### src/rtl/vpf_pkg.sv
package vpf_pkg;
    typedef enum logic [2:0] {
        ACT_NONE = 3'd0,
        ACT_LO   = 3'd1,
        ACT_HI   = 3'd2,
        ACT_PREV = 3'd3,
        ACT_OFF  = 3'd4,
        ACT_CLO  = 3'd5,
        ACT_CHI  = 3'd6,
        ACT_CZ   = 3'd7
    } pin_act_e;

    typedef enum logic [1:0] {
        FMT_NRZ = 2'd0,
        FMT_RZ  = 2'd1,
        FMT_RO  = 2'd2,
        FMT_INV = 2'd3
    } ret_fmt_e;

    typedef enum logic {
        ST_IDLE = 1'b0,
        ST_RUN  = 1'b1
    } seq_state_e;
endpackage

### src/rtl/vpf_table.sv
module vpf_table
    import vpf_pkg::*;
#(
    parameter int NUM_TSETS = 32,
    parameter int CODE_W    = 4,
    parameter int TICK_W    = 5,
    localparam int TSET_W    = $clog2(NUM_TSETS),
    localparam int NUM_CHARS = (1 << CODE_W) - 1,
    localparam int ADDR_W    = TSET_W + CODE_W,
    localparam int WORD_W    = 2 + 3 * TICK_W
) (
    input  logic              clk,
    input  logic              rst_n,
    input  logic              host_we,
    input  logic              host_sel,
    input  logic [ADDR_W-1:0] host_addr,
    input  logic [WORD_W-1:0] host_wdata,
    input  logic [TSET_W-1:0] rd_tset,
    input  logic [CODE_W-1:0] rd_char,
    output pin_act_e          act,
    output logic [TICK_W-1:0] e1_time,
    output logic [TICK_W-1:0] e2_time,
    output logic [TICK_W-1:0] rx_time,
    output ret_fmt_e          fmt
);
    pin_act_e          amap [NUM_TSETS][NUM_CHARS];
    logic [TICK_W-1:0] e1_m [NUM_TSETS];
    logic [TICK_W-1:0] e2_m [NUM_TSETS];
    logic [TICK_W-1:0] rx_m [NUM_TSETS];
    ret_fmt_e          fmt_m [NUM_TSETS];

    logic [TSET_W-1:0] w_tset;
    logic [CODE_W-1:0] w_char;
    logic [TSET_W-1:0] t_tset;

    assign w_tset = host_addr[ADDR_W-1:CODE_W];
    assign w_char = host_addr[CODE_W-1:0];
    assign t_tset = host_addr[TSET_W-1:0];

    always_ff @(posedge clk or negedge rst_n) begin
        if (!rst_n) begin
            for (int t = 0; t < NUM_TSETS; t++) begin
                for (int c = 0; c < NUM_CHARS; c++) begin
                    amap[t][c] <= ACT_NONE;
                end
                e1_m[t]  <= '1;
                e2_m[t]  <= '1;
                rx_m[t]  <= '1;
                fmt_m[t] <= FMT_NRZ;
            end
        end else if (host_we) begin
            if (!host_sel) begin
                // reserved top code is never stored
                if (int'(w_char) < NUM_CHARS) begin
                    amap[w_tset][w_char] <= pin_act_e'(host_wdata[2:0]);
                end
            end else begin
                e1_m[t_tset]  <= host_wdata[TICK_W-1:0];
                e2_m[t_tset]  <= host_wdata[2*TICK_W-1:TICK_W];
                rx_m[t_tset]  <= host_wdata[3*TICK_W-1:2*TICK_W];
                fmt_m[t_tset] <= ret_fmt_e'(host_wdata[WORD_W-1:3*TICK_W]);
            end
        end
    end

    always_comb begin
        if (int'(rd_char) < NUM_CHARS) begin
            act = amap[rd_tset][rd_char];
        end else begin
            act = ACT_NONE;
        end
        e1_time = e1_m[rd_tset];
        e2_time = e2_m[rd_tset];
        rx_time = rx_m[rd_tset];
        fmt     = fmt_m[rd_tset];
    end
endmodule

### src/rtl/vpf_seq.sv
module vpf_seq
    import vpf_pkg::*;
#(
    parameter int CODE_W = 4,
    parameter int TSET_W = 5,
    parameter int TICK_W = 5,
    parameter int PERIOD = 16
) (
    input  logic              clk,
    input  logic              rst_n,
    input  logic              run,
    input  logic [CODE_W-1:0] vec_char,
    input  logic [TSET_W-1:0] vec_tset,
    output logic [TICK_W-1:0] tick,
    output logic              running,
    output logic [CODE_W-1:0] cur_char,
    output logic [TSET_W-1:0] cur_tset
);
    localparam logic [TICK_W-1:0] LAST_TICK = TICK_W'(PERIOD - 1);

    seq_state_e state, state_nx;
    logic       last;
    logic       capture;

    assign last    = (tick == LAST_TICK);
    assign running = (state == ST_RUN);

    always_comb begin
        state_nx = state;
        capture  = 1'b0;
        unique case (state)
            ST_IDLE: begin
                if (run) begin
                    state_nx = ST_RUN;
                    capture  = 1'b1;
                end
            end
            ST_RUN: begin
                if (last) begin
                    if (run) begin
                        capture = 1'b1;
                    end else begin
                        state_nx = ST_IDLE;
                    end
                end
            end
            default: state_nx = ST_IDLE;
        endcase
    end

    always_ff @(posedge clk or negedge rst_n) begin
        if (!rst_n) begin
            state <= ST_IDLE;
        end else begin
            state <= state_nx;
        end
    end

    always_ff @(posedge clk or negedge rst_n) begin
        if (!rst_n) begin
            tick     <= '0;
            cur_char <= '0;
            cur_tset <= '0;
        end else begin
            if (capture) begin
                cur_char <= vec_char;
                cur_tset <= vec_tset;
                tick     <= '0;
            end else if (state == ST_RUN && !last) begin
                tick <= tick + 1'b1;
            end else begin
                tick <= '0;
            end
        end
    end

    always_comb begin
        assert_tick_range_R2: assert (!rst_n || tick <= LAST_TICK);
    end

    assert_idle_tick_R2: assert property (@(posedge clk) disable iff (!rst_n)
        !running |-> tick == '0);

    assert_end_to_idle_R2: assert property (@(posedge clk) disable iff (!rst_n)
        running && tick == LAST_TICK && !run |=> !running);
endmodule

### src/rtl/vpf_engine.sv
module vpf_engine
    import vpf_pkg::*;
#(
    parameter int TICK_W = 5
) (
    input  logic              clk,
    input  logic              rst_n,
    input  logic              running,
    input  logic [TICK_W-1:0] tick,
    input  pin_act_e          act,
    input  logic [TICK_W-1:0] e1_time,
    input  logic [TICK_W-1:0] e2_time,
    input  logic [TICK_W-1:0] rx_time,
    input  ret_fmt_e          fmt,
    input  logic              pin_in,
    input  logic              pin_z,
    input  logic              host_we,
    output logic              pin_drv,
    output logic              pin_oe,
    output logic              cmp_strobe,
    output logic              cmp_fail,
    output logic              err_sticky
);
    logic hit1, hit2, hitr;
    logic drv_nx, oe_nx;
    logic is_cmp, mism;

    assign hit1 = running && (tick == e1_time);
    assign hit2 = running && (tick == e2_time);
    assign hitr = running && (tick == rx_time);

    always_comb begin
        drv_nx = pin_drv;
        oe_nx  = pin_oe;
        if (hit1) begin
            case (act)
                ACT_LO:   begin oe_nx = 1'b1; drv_nx = 1'b0; end
                ACT_HI:   begin oe_nx = 1'b1; drv_nx = 1'b1; end
                ACT_PREV: begin oe_nx = 1'b1; end
                ACT_OFF:  begin oe_nx = 1'b0; end
                default:  begin end
            endcase
        end
        if (hit2 && (act == ACT_LO || act == ACT_HI)) begin
            case (fmt)
                FMT_RZ:  begin oe_nx = 1'b1; drv_nx = 1'b0; end
                FMT_RO:  begin oe_nx = 1'b1; drv_nx = 1'b1; end
                FMT_INV: begin oe_nx = 1'b1; drv_nx = ~drv_nx; end
                default: begin end
            endcase
        end
    end

    always_comb begin
        is_cmp = 1'b0;
        mism   = 1'b0;
        case (act)
            ACT_CHI: begin is_cmp = 1'b1; mism = pin_z || !pin_in; end
            ACT_CLO: begin is_cmp = 1'b1; mism = pin_z || pin_in;  end
            ACT_CZ:  begin is_cmp = 1'b1; mism = !pin_z;           end
            default: begin end
        endcase
    end

    always_ff @(posedge clk or negedge rst_n) begin
        if (!rst_n) begin
            pin_drv    <= 1'b0;
            pin_oe     <= 1'b0;
            cmp_strobe <= 1'b0;
            cmp_fail   <= 1'b0;
            err_sticky <= 1'b0;
        end else begin
            pin_drv    <= drv_nx;
            pin_oe     <= oe_nx;
            cmp_strobe <= hitr && is_cmp;
            if (hitr && is_cmp) begin
                cmp_fail <= mism;
            end
            if (host_we) begin
                err_sticky <= 1'b0;
            end
            if (hitr && is_cmp && mism) begin
                err_sticky <= 1'b1;
            end
        end
    end

    assert_drive_on_edge_R4: assert property (@(posedge clk) disable iff (!rst_n)
        !$stable({pin_drv, pin_oe}) |-> $past(running && (tick == e1_time || tick == e2_time)));

    assert_release_from_act_R5: assert property (@(posedge clk) disable iff (!rst_n)
        $fell(pin_oe) |-> $past(act == ACT_OFF));

    assert_strobe_on_rx_R7: assert property (@(posedge clk) disable iff (!rst_n)
        cmp_strobe |-> $past(running && tick == rx_time));

    assert_sticky_follows_fail_R8: assert property (@(posedge clk) disable iff (!rst_n)
        cmp_strobe && cmp_fail |-> err_sticky);

    assert_sticky_clear_R8: assert property (@(posedge clk) disable iff (!rst_n)
        $fell(err_sticky) |-> $past(host_we));
endmodule

### src/rtl/vecpin_formatter.sv
module vecpin_formatter
    import vpf_pkg::*;
#(
    parameter int NUM_TSETS = 32,
    parameter int CODE_W    = 4,
    parameter int TICK_W    = 5,
    parameter int PERIOD    = 16,
    localparam int TSET_W   = $clog2(NUM_TSETS),
    localparam int ADDR_W   = TSET_W + CODE_W,
    localparam int WORD_W   = 2 + 3 * TICK_W
) (
    input  logic              clk,
    input  logic              rst_n,
    input  logic              run,
    input  logic [CODE_W-1:0] vec_char,
    input  logic [TSET_W-1:0] vec_tset,
    input  logic              host_we,
    input  logic              host_sel,
    input  logic [ADDR_W-1:0] host_addr,
    input  logic [WORD_W-1:0] host_wdata,
    input  logic              pin_in,
    input  logic              pin_z,
    output logic              pin_drv,
    output logic              pin_oe,
    output logic              cmp_strobe,
    output logic              cmp_fail,
    output logic              err_sticky
);
    logic [TICK_W-1:0] tick;
    logic              running;
    logic [CODE_W-1:0] cur_char;
    logic [TSET_W-1:0] cur_tset;
    pin_act_e          act;
    logic [TICK_W-1:0] e1_time, e2_time, rx_time;
    ret_fmt_e          fmt;

    vpf_seq #(
        .CODE_W (CODE_W),
        .TSET_W (TSET_W),
        .TICK_W (TICK_W),
        .PERIOD (PERIOD)
    ) i_seq (
        .clk      (clk),
        .rst_n    (rst_n),
        .run      (run),
        .vec_char (vec_char),
        .vec_tset (vec_tset),
        .tick     (tick),
        .running  (running),
        .cur_char (cur_char),
        .cur_tset (cur_tset)
    );

    vpf_table #(
        .NUM_TSETS (NUM_TSETS),
        .CODE_W    (CODE_W),
        .TICK_W    (TICK_W)
    ) i_table (
        .clk        (clk),
        .rst_n      (rst_n),
        .host_we    (host_we),
        .host_sel   (host_sel),
        .host_addr  (host_addr),
        .host_wdata (host_wdata),
        .rd_tset    (cur_tset),
        .rd_char    (cur_char),
        .act        (act),
        .e1_time    (e1_time),
        .e2_time    (e2_time),
        .rx_time    (rx_time),
        .fmt        (fmt)
    );

    vpf_engine #(
        .TICK_W (TICK_W)
    ) i_engine (
        .clk        (clk),
        .rst_n      (rst_n),
        .running    (running),
        .tick       (tick),
        .act        (act),
        .e1_time    (e1_time),
        .e2_time    (e2_time),
        .rx_time    (rx_time),
        .fmt        (fmt),
        .pin_in     (pin_in),
        .pin_z      (pin_z),
        .host_we    (host_we),
        .pin_drv    (pin_drv),
        .pin_oe     (pin_oe),
        .cmp_strobe (cmp_strobe),
        .cmp_fail   (cmp_fail),
        .err_sticky (err_sticky)
    );
endmodule

### config.mk
export PLATFORM = sky130hd
export DESIGN_NAME = vecpin_formatter
export DESIGN_NICKNAME = d
export VERILOG_FILES = /design/src/rtl/vpf_pkg.sv /design/src/rtl/vpf_table.sv /design/src/rtl/vpf_seq.sv /design/src/rtl/vpf_engine.sv /design/src/rtl/vecpin_formatter.sv
export SDC_FILE = /design/constraint.sdc
export NUM_CORES = 2
export LEC_CHECK = 0
export ABC_AREA = 0
export BUFFER_PORTS_ARGS = -buffer_cell sky130_fd_sc_hd__buf_2
export CAP_MARGIN = 20
export CORE_MARGIN = 1.5
export CORE_UTILIZATION = 25
export DETAILED_ROUTE_END_ITERATION = 10
export RECOVER_POWER = 100
export SETUP_SLACK_MARGIN = 0.15
export SYNTH_ARGS = -nofsm -noshare
export SYNTH_HDL_FRONTEND = slang
export SYNTH_SLANG_ARGS = --single-unit
### constraint.sdc
create_clock -name clk -period 6.2 [get_ports clk]
set_input_delay 0.31 -clock clk [delete_from_list [all_inputs] [get_ports clk]]
set_output_delay 0.31 -clock clk [all_outputs]
set_load 0.01 [all_outputs]
# Word level (Yosys, flattened, before mapping)
# Index checks and enable logic that the tools add are counted.
# W data, S select, Z words.
# totals
reg_bits	2004
input_bits	42
out_inout_bits	5
elab_cells	723
# op_classes
addsub	1
order_cmp	10
n_eq_ne	14
mux	51
n_bitwise	8
n_reduce_logical	22
# op_table
cell	n
$bwmux W1440	1
$bwmux W160	3
$bmux W45 S5	1
$demux W45 S5	1
$mux W45	3
$bmux W5 S5	3
$bwmux W64	1
$mux W5	9
$demux W5 S5	1
$ge A6 B6 Y1 const B	3
$not A5 Y6	3
$eq A5 B5 Y1	3
$bmux W3 S4	1
$demux W3 S4	1
$eq A3 B3 Y1 const B	4
$lt A6 B1 Y1 const B	2
$mux W3	4
$mux W1	11
$bmux W2 S5	1
$demux W2 S5	1
$ge A5 B5 Y1 const B	2
$logic_and A1 B1 Y1	10
$not A4 Y5	2
$reduce_or A3 Y1	3
other kinds (17)	32

# Longest topological paths before layout
# logic_depth
word_depth	14
depth_mapped	17
mapped_depth_nobuf	10

# Modules after synthesis
# Synthesis repeated with hierarchy kept, for this count alone.
# hier_totals
hier_cells	6308
area_unflattened_um2	93830.0
# by_module_without_submodules
mod	n_inst	cells_each	area_each_um2	seq_area_each_um2
vpf_table	1	6217	92727.7	50248.2
vpf_seq	1	41	635.6	375.4
vpf_engine	1	50	466.7	125.1

# Worst setup path before layout
# No wires, ideal clock.
# synth_timing
path_type	reg-to-reg
start	reg i_seq.cur_tset[1]
end	reg i_engine.pin_drv
setup_time_ps	131
arrival_ps	3292
t_required_ps	6069
setup_slack_ps	2776
stages_incl_launch_ff	17
n_path_buf	7
period_less_slack_ps	3424
cell_sequence	dfrtp_1 buf_6 buf_6 clkbuf_8 buf_2 buf_2 buf_2 buf_1 mux4_2 nand2_1 nand2_1 a221oi_1 xor2_1 and4_1 a21oi_1 o2111ai_1 nand3_1
# synth_between
elab_chain_cells	14
word_cells_on_any_way	33
classes_between	eq/ne (7); mux (20); bitwise (2); reduce/logical (4)
# synth_rtl
element	line	rtl
start, declared	vpf_seq.sv:17	output logic [TSET_W-1:0] cur_tset
start signal, assigned	vpf_seq.sv:67	cur_tset <= vec_tset;
$not A5 Y6 (not written as such) *	n/a	
$bmux W45 S5	vpf_table.sv:68	act = amap[rd_tset][rd_char];
$mux W45 (not written as such) (2 in series)	vpf_table.sv:68	
$bmux W3 S4	vpf_table.sv:68	
$mux W3 (not written as such) (2 in series)	vpf_table.sv:68	
$mux W3	vpf_table.sv:67	if (int'(rd_char) < NUM_CHARS) begin
$eq A3 B2 Y1 / $eq A3 B1 Y1 (equally long branches)	vpf_engine.sv:36, vpf_engine.sv:44	
$pmux W1 S2	vpf_engine.sv:36	case (act)
$mux W1	vpf_engine.sv:35	if (hit1) begin
$not A1 Y1	vpf_engine.sv:48	FMT_INV: begin oe_nx = 1'b1; drv_nx = ~drv_nx; end
$pmux W1 S3	vpf_engine.sv:45	case (fmt)
$mux W1 *	vpf_engine.sv:44	if (hit2 && (act == ACT_LO || act == ACT_HI)) begin
via i_engine.drv_nx	vpf_engine.sv:25	logic drv_nx, oe_nx;
end signal, assigned	vpf_engine.sv:73	pin_drv <= drv_nx;
end, declared	vpf_engine.sv:18	output logic pin_drv,
# The timed path passes the listed nets; every way through them passes the cells marked *. The select of a mux whose other input is x is not followed.
# A chain may end at the register's enable or synchronous reset.

# Worst setup path in the final report
# layout_timing
start	reg i_seq.cur_tset[4]
end	reg i_engine.err_sticky
# layout_between
elab_chain_cells	14
word_cells_on_any_way	23
classes_between	eq/ne (4); mux (13); bitwise (1); reduce/logical (5)
# layout_rtl
element	line	rtl
$not A5 Y6 (not written as such) *	vpf_table.sv:68, vpf_table.sv:74	
$bmux W45 S5	vpf_table.sv:68	
$mux W45 (not written as such) (2 in series)	vpf_table.sv:68	
$bmux W3 S4	vpf_table.sv:68	
$mux W3 (not written as such) (2 in series)	vpf_table.sv:68	
$mux W3	vpf_table.sv:67	
$eq A3 B3 Y1	vpf_engine.sv:57	case (act)
$reduce_or A3 Y1 (no line)	n/a	
$mux W1	vpf_engine.sv:57	
$logic_and A1 B1 Y1	vpf_engine.sv:82	if (hitr && is_cmp && mism) begin
$logic_and A1 B1 Y1 *	vpf_engine.sv:82	
$mux W1 / $reduce_bool A2 Y1 (equally long branches)	n/a	
end signal, assigned	vpf_engine.sv:71	err_sticky <= 1'b0;
end signal, assigned	vpf_engine.sv:80	err_sticky <= 1'b0;
end signal, assigned	vpf_engine.sv:83	err_sticky <= 1'b1;
end, declared	vpf_engine.sv:22	output logic err_sticky
# Mark *: on every way between the ends. The rest lies on a longest branch, timed or not. The select of a mux whose other input is x is not followed.

==> run summary <==
Post-CTS setup buffer count: 0
Slowest cell on crit path: a311oi_1
Worst r2r src: i_seq.cur_tset[4]
#FFs+latches synth: 2004
Critical path arrival: 6830 ps
CTS tree: built
Top post-synthesis cells by area: dfrtp_1 40%, mux2_2 24%, dfstp_2 13%, mux4_2 10%, mux4_1 1.8%
Max Clock Freq: 165.7 MHz
Std cell rows: 225
Fin nets: 6284
Drt drc: 0
Die height: 617.5 um
Max Cap Viol: 70
R2R Setup Slk: 170 ps
Max-slew headroom: -1.623
Worst-Skew Late Latency: 900 ps
Clk buf depth: 4
Core footprint: 0.3758 mm^2
Avg Cell Area, Syn: 14.97 um^2
P&R area growth vs syn: 13.04%
Fill cells: 37.67k
Placed cell count: 11.00k
Ys async rst share: 1.000
First DRT Iteration DRCs: 4545
Critical Path RT: 6990 ps
Final WS setup: 166.7 ps
DR pass1 iterations: 6
Syn nets: 6351
PD cells: 342.8 mW/mm^2
Antenna Violating Nets Remaining: 0
Commonest non-fill, non-tap cells in the layout: 1998 x mux2_2, 1519 x dfrtp_1, 480 x dfstp_2
Min Hold Slack: 53.80 ps
CP startpoint kind: flip-flop
Worst VDD drop: 254.3 uV
Pins over their slew limit: 1476
Root Buffer: clkbuf_16
Die W: 617.5 um
Yosys warnings: 0
WL/cell: 25.36 um
Total wire length: 289500 um
Port bufs: 46
Via count: 56.40k
Starting Density: 0.2512
Slowest cell delay on critical path: 1080 ps
Layout Cells excl Fill: 11.42k
Crit Path Max Fanout: 22
Status: complete, but fails checks
Min Tclk post-route: 6033 ps
Hold depth: 2
RSZ-0062 raised after global routing: no
Crit-path cells: clkinv_2 > nand2_1 > a21oi_1 > o41ai_1 > o221ai_1 > a311oi_1 > nor2_1 > nor3b_2 > inv_2 > o32ai_2 > dlygate4sd3_1
Worst Tran Pin Value: 3934 ps
Pre-CTS setup slack: 1058 ps
Commonest non-fill, non-tap cell in the layout: mux2_2
Synth Cell Area: 0.09439 mm^2
Origin of the worst min-delay path: host_wdata[10]
Vias per cell: 4.940
H-tree levels: 4
Critical Path End Type: flip-flop
Sequential share of the synthesized area: 0.5376
Length in cells of the worst reg-to-reg path: 11
Clock sinks: 2004
Largest net degree at the start of global routing: 198
Placer congestion estimate: 0.8677
Total congestion overflow: 0
Post-synth top area share: 0.4040
Die area: 0.3813 mm^2
Initial antenna violation count: 32
Clock slew at reported path FFs: 70 ps
Vias in the first global route: 59.45k
Synth Flop Type: dfrtp_1
Setup Skew: 108.7 ps
Total leakage power: 46.96 nW
Failing checks: capacitance limit, slew limit
Final Cycle Share: 0.9731
Synth Instances: 6307
GRT Resource Usage Total: 0.1490
Post-DP HPWL: 182100 um
Ports: 47
Setup violations, final: 0
Post-synth cell types: 78
Cts bufs inserted: 215
Share of layout cells above drive strength 1: 0.5341
Critical path class: flip-flop to flip-flop
Final count of hold timing violations: 0
Setup_tns: 0 ps
Post-synth EDFFs: 0
R2R Path End: i_engine.err_sticky
First-pass GRT wire length: 425700 um
Synth area leader: dfrtp_1
Hold WC Path Type: primary input to flip-flop
Worst min-delay path endpoint: i_table.rx_m[20]
-- cell families after synthesis --
family,share of synthesized area
AO/OA/AOI/OAI,0.01795
XOR/XNOR,0.001485
adder cells (fa/ha/maj),0.0002651
buffers and inverters,0.02894
flip-flops,0.5376
multiplexers,0.3744
AND/OR/NAND/NOR,0.03935
-- how the worst max path moves through the flow --
| stage | start | end | cells past startpoint |
|---|---|---|---|
| 2_1_floorplan | i_seq.cur_tset[1] | i_engine.pin_drv | 16 |
| 3_3_place_gp | i_seq.cur_tset[4] | i_engine.err_sticky | 10 |
| 3_5_place_dp | i_seq.cur_tset[4] | i_engine.err_sticky | 10 |
| 4_1_cts | i_seq.cur_tset[4] | i_engine.err_sticky | 11 |
| 5_1_grt | rst_n | i_table.amap[317] | 4 |
| 6_report | i_seq.cur_tset[4] | i_engine.err_sticky | 11 |
-- critical path: cells and delay by family, from the launching register on --
| kind | cells | cell delay, ps |
|---|---|---|
| AOI/OAI and AO/OA | 5 | 2410 |
| and+or+nand+nor | 3 | 1560 |
| DFF | 1 | 540 |
| buffers and inverters | 3 | 1380 |
-- sequential cells by signal, indices dropped and copies added (netlist names) --
signal / cells
i_seq.cur_char: 4
i_seq.cur_tset: 5
i_table.e2_m: 160
i_engine.cmp_fail: 1
i_seq.running: 1
i_seq.tick: 5
i_engine.err_sticky: 1
i_table.fmt_m: 64
i_table.rx_m: 160
i_table.amap: 1440
i_engine.pin_oe: 1
i_engine.cmp_strobe: 1
i_engine.pin_drv: 1
i_table.e1_m: 160
-- Yosys cell counts (25+ instances only) --
cell	number
a21oi_1	33
mux4_1	63
mux4_2	435
buf_2	27
dfrtp_1	1524
a22oi_1	55
dfstp_2	480
buf_4	34
buf_6	39
clkbuf_1	367
nand2_1	437
nand3_1	42
mux2i_1	125
nor2_1	318
clkbuf_8	25
mux2_2	2008
-- layout make-up --
type	count	area, um^2	area share
sequential	2004	50770	0.4758
multi-input combinational	3782	40990	0.3842
clock buffer	327	6336	0.05938
tap	4994	6248	0.05856
timing repair buffer	224	1729	0.01620
clock inverter	59	545.5	0.005112
inverter	13	53.80	0.0005042
antenna	13	32.53	0.0003049
-- report_power, final --
group / internal, mW / total, mW / switching (mW) / leakage (nW)
sequential: 14.1 / 14.7 / 0.651 / 26.1
combinational: 3.47 / 9.15 / 5.68 / 17.4
clock: 7.34 / 12.7 / 5.38 / 3.42
total: 24.9 / 36.6 / 11.7 / 47.0
-- per-layer routing --
layer	wire [um]	vias to the layer above	track usage
met2	135300	1865	0.2390
met5	67	-	0
li1	-	23190	-
met3	18800	552	0.02755
met1	122900	30780	0.1987
met4	12320	10	0.05845
-- stage by stage --
step           utilization  area (um^2)  power, mW
2_1_floorplan            -        94390      20.62
3_3_place_gp        0.2663       100100      23.90
3_5_place_dp        0.2663       100100      24.02
4_1_cts             0.2851       107200      36.80
5_1_grt             0.2839       106700      37.77
6_report            0.2839       106700      36.58
-- timing repair --
item                                    in CTS  in global routing
endpoints found under the setup margin       0                  0
endpoints found under the hold margin      124                  0
hold buffers                                18                  0
resized for setup                            0                  0
Power figures use the tool's default switching activity.
